**src/rtl/dither_pkg.sv**
```systemverilog
// Shared types for the antiphase dither injector.
package dither_pkg;
    // Direction of the triangle level counter.
    typedef enum logic {
        DIR_UP   = 1'b0,
        DIR_DOWN = 1'b1
    } tri_dir_e;
endpackage

```
**src/rtl/tri_level_gen.sv**
```systemverilog
// Triangle level generator.
// What it does: holds a signed level in [-QUARTER, +QUARTER]. The level moves
// one step per advance pulse and turns back at each bound, so a full
// up/down cycle lasts 4*QUARTER advances.
// What it assumes: clear has priority over advance; QUARTER >= 1.
module tri_level_gen
    import dither_pkg::*;
#(
    parameter int QUARTER = 5,
    parameter int LVL_W   = $clog2(QUARTER + 1) + 1
) (
    input  logic                    clk,
    input  logic                    rst_n,
    input  logic                    clear,
    input  logic                    advance,
    output logic signed [LVL_W-1:0] level
);
    localparam logic signed [LVL_W-1:0] TOP = LVL_W'(QUARTER);
    localparam logic signed [LVL_W-1:0] BOT = -LVL_W'(QUARTER);

    tri_dir_e                dir_q;
    logic signed [LVL_W-1:0] nxt_level;

    // Purpose: compute the next level from the current direction.
    always_comb begin
        nxt_level = (dir_q == DIR_UP) ? level + LVL_W'(1) : level - LVL_W'(1);
    end

    // Purpose: update the level and turn the direction at the bounds.
    always_ff @(posedge clk) begin
        if (!rst_n || clear) begin
            level <= '0;
            dir_q <= DIR_UP;
        end else if (advance) begin
            level <= nxt_level;
            if (nxt_level == TOP) begin
                dir_q <= DIR_DOWN;
            end else if (nxt_level == BOT) begin
                dir_q <= DIR_UP;
            end
        end
    end
endmodule

```
**src/rtl/dither_lane.sv**
```systemverilog
// One output lane: half-scale input plus or minus the dither, clamped.
// What it does: forms base +/- dither at full precision and clamps the result
// to the signed CODE_W range.
// What it assumes: EXT_W is wide enough to hold the unclamped sum exactly.
module dither_lane #(
    parameter int CODE_W = 16,
    parameter int PROD_W = 20,
    parameter bit NEGATE = 1'b0,
    parameter int EXT_W  = CODE_W + PROD_W + 1
) (
    input  logic signed [CODE_W-1:0] base,
    input  logic signed [PROD_W-1:0] dither,
    output logic signed [CODE_W-1:0] code
);
    localparam logic signed [EXT_W-1:0] MAX_C = EXT_W'((2 ** (CODE_W - 1)) - 1);
    localparam logic signed [EXT_W-1:0] MIN_C = -EXT_W'(2 ** (CODE_W - 1));

    logic signed [EXT_W-1:0] raw;

    // Purpose: apply the dither with this lane's polarity, then clamp.
    always_comb begin
        if (NEGATE) begin
            raw = EXT_W'(base) - EXT_W'(dither);
        end else begin
            raw = EXT_W'(base) + EXT_W'(dither);
        end
        if (raw > MAX_C) begin
            code = MAX_C[CODE_W-1:0];
        end else if (raw < MIN_C) begin
            code = MIN_C[CODE_W-1:0];
        end else begin
            code = raw[CODE_W-1:0];
        end
    end
endmodule

```
**src/rtl/antiphase_dither_top.sv**
```systemverilog
// Antiphase triangle dither injector for two summed DAC channels.
// What it does: with dither enabled, it halves each input code and drives
// half+d on lane A and half-d on lane B, where d is a triangle of period
// PERIOD samples. With dither disabled, it passes the input to both lanes.
// Outputs are registered with one cycle of latency.
// What it assumes: PERIOD is a multiple of 4; codes are two's complement.
module antiphase_dither_top #(
    parameter int CODE_W = 16,
    parameter int STEP_W = 14,
    parameter int PERIOD = 20
) (
    input  logic                     clk,
    input  logic                     rst_n,
    input  logic                     in_valid,
    input  logic signed [CODE_W-1:0] in_code,
    input  logic                     dith_en,
    input  logic        [STEP_W-1:0] amp_step,
    output logic                     out_valid,
    output logic signed [CODE_W-1:0] ch_a_code,
    output logic signed [CODE_W-1:0] ch_b_code
);
    localparam int QUARTER = PERIOD / 4;
    localparam int LVL_W   = $clog2(QUARTER + 1) + 1;
    localparam int PROD_W  = LVL_W + STEP_W + 1;
    localparam int LANES   = 2;

    logic signed [LVL_W-1:0]  level;
    logic signed [PROD_W-1:0] dither;
    logic signed [CODE_W-1:0] half_code;
    logic signed [CODE_W-1:0] lane_code [LANES];

    tri_level_gen #(
        .QUARTER(QUARTER),
        .LVL_W  (LVL_W)
    ) level_i (
        .clk    (clk),
        .rst_n  (rst_n),
        .clear  (!dith_en),
        .advance(in_valid),
        .level  (level)
    );

    // Purpose: scale the input to half range and form the dither value.
    always_comb begin
        half_code = in_code >>> 1;
        dither    = PROD_W'(level) * PROD_W'({1'b0, amp_step});
    end

    for (genvar g = 0; g < LANES; g++) begin : g_lane
        dither_lane #(
            .CODE_W(CODE_W),
            .PROD_W(PROD_W),
            .NEGATE(g == 1)
        ) lane_i (
            .base  (half_code),
            .dither(dither),
            .code  (lane_code[g])
        );
    end

    // Purpose: register the lane codes, or the bypassed input, with valid.
    always_ff @(posedge clk) begin
        if (!rst_n) begin
            out_valid <= 1'b0;
            ch_a_code <= '0;
            ch_b_code <= '0;
        end else begin
            out_valid <= in_valid;
            if (in_valid) begin
                ch_a_code <= dith_en ? lane_code[0] : in_code;
                ch_b_code <= dith_en ? lane_code[1] : in_code;
            end
        end
    end
endmodule

```
**config.mk**
```make
export PLATFORM = sky130hd
export DESIGN_NAME = antiphase_dither_top
export DESIGN_NICKNAME = d
export VERILOG_FILES = /design/src/rtl/dither_pkg.sv /design/src/rtl/tri_level_gen.sv /design/src/rtl/dither_lane.sv /design/src/rtl/antiphase_dither_top.sv
export SDC_FILE = /design/constraint.sdc
export NUM_CORES = 1
export LEC_CHECK = 0
export BUFFER_PORTS_ARGS = -buffer_cell sky130_fd_sc_hd__buf_4
export CAP_MARGIN = 20
export CORE_ASPECT_RATIO = 0.75
export CORE_MARGIN = 8
export CORE_UTILIZATION = 50
export DETAILED_ROUTE_END_ITERATION = 6
export HOLD_SLACK_MARGIN = 0.06
export MAX_ROUTING_LAYER = met4
export PLACE_DENSITY = 0.68
export SLEW_MARGIN = 20
export SYNTH_ARGS = -nofsm -noshare
export SYNTH_HDL_FRONTEND = slang
export SYNTH_SLANG_ARGS = --single-unit
```
**constraint.sdc**
```tcl
create_clock -name clk -period 11.7 [get_ports clk]
set_clock_uncertainty 0.05 [all_clocks]
set_input_delay 1.17 -clock clk [delete_from_list [all_inputs] [get_ports clk]]
set_output_delay 1.17 -clock clk [all_outputs]
set_load 0.05 [all_outputs]
```
### Yosys cells after proc, flatten, opt, wreduce, memory -nomap -nowiden

Index checks and enable logic that the tools add are counted.
Widths: inputs -> output; s select.

* muxes and demuxes: 9
* reduce and logical (&&, ||, !) cells: 5
* add/sub/neg operators: 4
* multiply operators: 1
* eq/ne operators: 2
* order comparisons: 4

Operators with widths (count)
* $mux 16: 6
* $gt 36x16->1 const B: 2
* $lt 36x16->1 const B: 2
* $add 15x19->20: 1
* $sub 15x19->20: 1
* $mul 4x15->19: 1
* $eq 4x4->1 const B: 2
* $add 4x2->4 const B: 1
* $mux 4: 1
* $sub 4x2->4 const B: 1
* $logic_not 1->1: 2
* $mux 1: 2
* $reduce_and 2->1: 1
* $reduce_bool 2->1: 1
* $logic_or 1x1->1: 1

* bits in registers: 38
* word-level logic and storage cells: 30

### Logic depth before layout (Yosys ltp)

* depth in word-level cells: 6
* mapped depth: 30

### By module

Synthesis repeated with hierarchy kept, for this count alone.

* cells, all modules: 786
* area, all modules: 6169.7 um^2

By module, submodules not included
* antiphase_dither_top: cells each 375, instances 1, area an instance 3128.0 um^2
* dither_lane (g_lane[0].lane_i): cells each 198, instances 1, area an instance 1472.7 um^2
* dither_lane (g_lane[1].lane_i): cells each 175, instances 1, area an instance 1207.4 um^2
* tri_level_gen: cells each 38, instances 1, area an instance 361.6 um^2

### Least setup slack after synthesis

No wires, ideal clock.

* path kind: input port to flip-flop
* start point: input port amp_step[0]
* end point: register ch_b_code[14]
* stages: 25
* setup slack: 4303 ps
* buffers on the path: 0
* arrival: 7216 ps
* path through: nand2b_1 > fa_1 > fa_1 > fa_1 > inv_1 > ha_1 > inv_1 > fa_1 > nor2b_1 > o21ai_0 > a21boi_0 > o21ai_0 > a21boi_0 > o2111ai_1 > a31oi_1 > mux2_2 > a2111o_1 > ha_1 > nor3_1 > o2111ai_1 > nand2_1 > xor2_1 > a41oi_2 > o21ai_4 > o221ai_2

* longest elaborated chain between the ends: 6
* elaborated cells on any way between the ends: 7
* classes of those cells: 1 x add/sub; 1 x mul; 2 x order compare; 3 x mux

Ends and longest elaborated chain
* start: declaration: RTL line antiphase_dither_top.sv:17 `input logic [STEP_W-1:0] amp_step,`
* $mul 4x15->19 *: RTL line antiphase_dither_top.sv:46 `dither = PROD_W'(level) * PROD_W'({1'b0, amp_step});`
* $sub 15x19->20 *: RTL line dither_lane.sv:23 `raw = EXT_W'(base) - EXT_W'(dither);`
* $lt 36x16->1: RTL line dither_lane.sv:29 `end else if (raw < MIN_C) begin`
* $mux 16: RTL line dither_lane.sv:29
* $mux 16 *: RTL line dither_lane.sv:27 `if (raw > MAX_C) begin`
* $mux 16 *: RTL line antiphase_dither_top.sv:71 `ch_b_code <= dith_en ? lane_code[1] : in_code;`
* end signal: assignment: RTL line antiphase_dither_top.sv:71
* end: declaration: RTL line antiphase_dither_top.sv:20 `output logic signed [CODE_W-1:0] ch_b_code`

Every way passes the cells marked *; elsewhere a longest branch is shown, timed or not.
A chain may end at the register's enable or synchronous reset.

### Worst setup path in the final report

* start point: input port amp_step[0]
* end point: register ch_b_code[10]

The elaborated chain is that of the path after synthesis.

==> metrics.yaml <==
routing:
  drt_pass1_iterations: 5
  wl_per_cell_um: 16.4
  vias: 5284
  drc: 0
  post_drt_via_cell_ratio: 5.75
  routed_wl_um: 15100
  ant_nets: 0
  drt_iter0_drc: 291
die:
  fp.coreArea_um2: 11400
  rows: 34
  die-area_um2: 15300
  pin_count: 67
  die_h_um: 109
  start_util: 0.504
  die_x_um: 140
setup_path:
  crit_type: "input port to flip-flop"
  worstSetupStartpointType: "input port"
  worstPathArrival_ns: 8.23
  cp.required_ns: 11.81
  end_kind: "flip-flop"
  r2r_start: "level_i.level[1]"
  cp_max_fo: 8
  r2r_slack_ns: 3.96
  reg2reg_to: "ch_b_code[10]"
  r2r_cells: 25
  startpoint: "amp_step[0]"
  critPathCapture: "ch_b_code[10]"
logic_synthesis:
  ys_async_sr_fraction: 0
  syn_nets: 873
  synthFlopType: "dfxtp_1"
  netlist_area_um2: 5770
  synth_edf_count: 0
  synthDistinctLibCells: 75
  avgSynthCellArea_um2: 7.94
  seq_area_frac_synth: 0.132
  ys_seq_elements: 38
  yosysWarnings: 0
  netlist_instances: 727
placed_design:
  hpwlAfterDp_um: 12400
  port_buffers: 66
  gp_congestion: 0.895
timing:
  slew_viol_final: 0
  min_period_over_period: 0.694
  fmax_ghz: 0.123
  rsz0062_at_grt: "no"
  fin_crit_ns: 8.12
  report.final.hold_viol_count: 0
  worst_pin_slew_ns: 1.02
  tns_ns: 0
  relSlewSlack: 0.319
  setup_viol: 0
global_route:
  grt.total_usage: 0.209
  grt_pass1_vias: 5266
  grt_overflow_total: 0
  use_met2: 0.356
  antenna_found_initial: 0
  met1_usage: 0.265
  grt_max_degree: 31
  grt.busiest_layer: "met2"
  grt_pass1_wl_um: 25700
  gr-usage-met3: 0.0232
layout:
  nets: 920
  drive_gt1_frac: 0.129
  diodes: 0
  fillers: 1108
  mostFrequentLayoutCells: "nor2_1, ha_1, buf_4"
  synthToLayoutAreaGrowth_pct: 12.9
cts:
  h-tree-depth: 2
  cts_tree: "done"
  cts_setup_buffers: 0
  root_buffer: "clkbuf_16"
  numClockSinks: 38
  clk_pin_slew_ns: 0.06
  cts_resized: 0
  postCtsHoldBufs: 0
  numCtsBuffers: 5
  clockBufferDepth: 2
  insertion_delay_ns: 0.29
run:
  drv_cap: 0
pwr:
  peakVddDrop_mv: 0.0661
  finalPower_w: 0.000629
  p_per_area_nw_per_um2: 96.6
  power.leakage_nw: 3.11
min_path:
  min_path_cells: 2
  min_path_type: "flip-flop to flip-flop"
run_status:
  status: "finished, final reports clean"
cell usage after synthesis, types with 3 or more instances:
| cell | n | area, um2 |
|---|---|---|
| a21oi_2 | 3 | 26.3 |
| inv_1 | 57 | 214 |
| o221ai_2 | 7 | 105 |
| nor2_1 | 84 | 315 |
| clkbuf_1 | 17 | 63.8 |
| xnor2_1 | 38 | 333 |
| a21boi_1 | 4 | 30.0 |
| nor2b_1 | 13 | 81.3 |
| o21ai_0 | 25 | 125 |
| a21o_1 | 11 | 82.6 |
| fa_1 | 28 | 561 |
| buf_4 | 3 | 22.5 |
| and2_1 | 42 | 263 |
| dfxtp_1 | 38 | 761 |
| o22ai_1 | 4 | 25.0 |
| nor4_1 | 3 | 18.8 |
| a211o_1 | 3 | 26.3 |
| o21ai_1 | 8 | 40.0 |
| a21oi_1 | 40 | 200 |
| nand2b_1 | 10 | 62.6 |
| o211ai_1 | 4 | 30.0 |
| nor3_1 | 9 | 45.0 |
| nand4_1 | 5 | 31.3 |
| a21boi_0 | 13 | 97.6 |
| or3_1 | 3 | 18.8 |
| a31oi_1 | 6 | 37.5 |
| buf_2 | 3 | 15.0 |
| xor2_1 | 11 | 96.3 |
| a211oi_1 | 17 | 128 |
| o21a_1 | 4 | 30.0 |
| ha_1 | 84 | 1050 |
| nand2_1 | 66 | 248 |
| nand3_1 | 11 | 55.1 |
worst min path at each step:
stage | startpoint | endpoint | slack, ns
after floorplan | level_i.level[1] | level_i.level[1] | 0.46
after global placement | ch_a_code[12] | ch_a_code[12] | 0.39
after detailed placement | ch_a_code[12] | ch_a_code[12] | 0.39
after CTS | ch_a_code[12] | ch_a_code[12] | 0.40
after global routing | ch_a_code[12] | ch_a_code[12] | 0.42
final | ch_a_code[12] | ch_a_code[12] | 0.39
metrics by stage:
stage | cell area (um2) | worst slack [ns] | utilization | instances | hold WS (ns)
6_report | 6510 | 3.58 | 0.569 | 919 | 0.394
5_1_grt | 6510 | 2.90 | 0.569 | 919 | 0.417
4_1_cts | 6510 | 3.65 | 0.569 | 919 | 0.397
3_5_place_dp | 6320 | 3.38 | 0.552 | 911 | 0.389
3_3_place_gp | 6320 | 3.59 | 0.552 | 911 | 0.390
2_1_floorplan | 5770 | 4.30 | - | 727 | 0.459
critical path, cell delays in order:
cell and delay, ns:
buf_4 0.12, nand2b_1 0.16, fa_1 0.53, fa_1 0.59
fa_1 0.43, inv_1 0.07, ha_1 0.17, inv_1 0.06
fa_1 0.41, nor2b_1 0.12, o21ai_0 0.11, a21boi_0 0.25
o21ai_0 0.14, a21boi_0 0.32, o2111ai_1 0.19, a31oi_1 0.33
mux2_2 0.39, a2111o_1 0.42, ha_1 0.37, nor3_1 0.34
o2111ai_1 0.16, nand2_1 0.10, xor2_1 0.31, a41oi_2 0.37
o21ai_4 0.44, o211ai_1 0.15
layout make-up:
cell class	count	area, um2	area share
multi-input cells	604	4660	0.715
flip-flops and latches	38	761	0.117
repair buffers	67	503	0.0772
inverters	58	218	0.0334
well taps	144	180	0.0277
clock buffers	5	125	0.0192
clock inverters	3	68.8	0.0106
per-layer routing:
layer  share of wire  wire (um)
met1            0.48       7190
met2            0.48       7190
met3           0.037        566
met4           0.011        167
met5               0          0
registers in the layout (all words and copies together), names as in the netlist:
signal / flops
out_valid: 1
level_i.level: 4
ch_a_code: 16
level_i.dir_q: 1
ch_b_code: 16
power by group:
group	switching [W]	total [W]	internal, W
Clock	0.0000569	0.000179	0.000123
Combinational	0.000188	0.000297	0.000109
Sequential	0.0000100	0.000153	0.000143
cell families (layout without fill, tap and decap cells):
group | Yosys count | in the layout | share of synthesized area
buffers and inverters | 85 | 133 | 0.0607
xor gates and xnor gates | 49 | 49 | 0.0744
muxes | 2 | 2 | 0.00369
AOI/OAI and AO/OA | 182 | 182 | 0.234
and+or+nand+nor | 259 | 259 | 0.216
adders and majority gates | 112 | 112 | 0.279
DFF | 38 | 38 | 0.132
(Power assumes the default switching activity.)
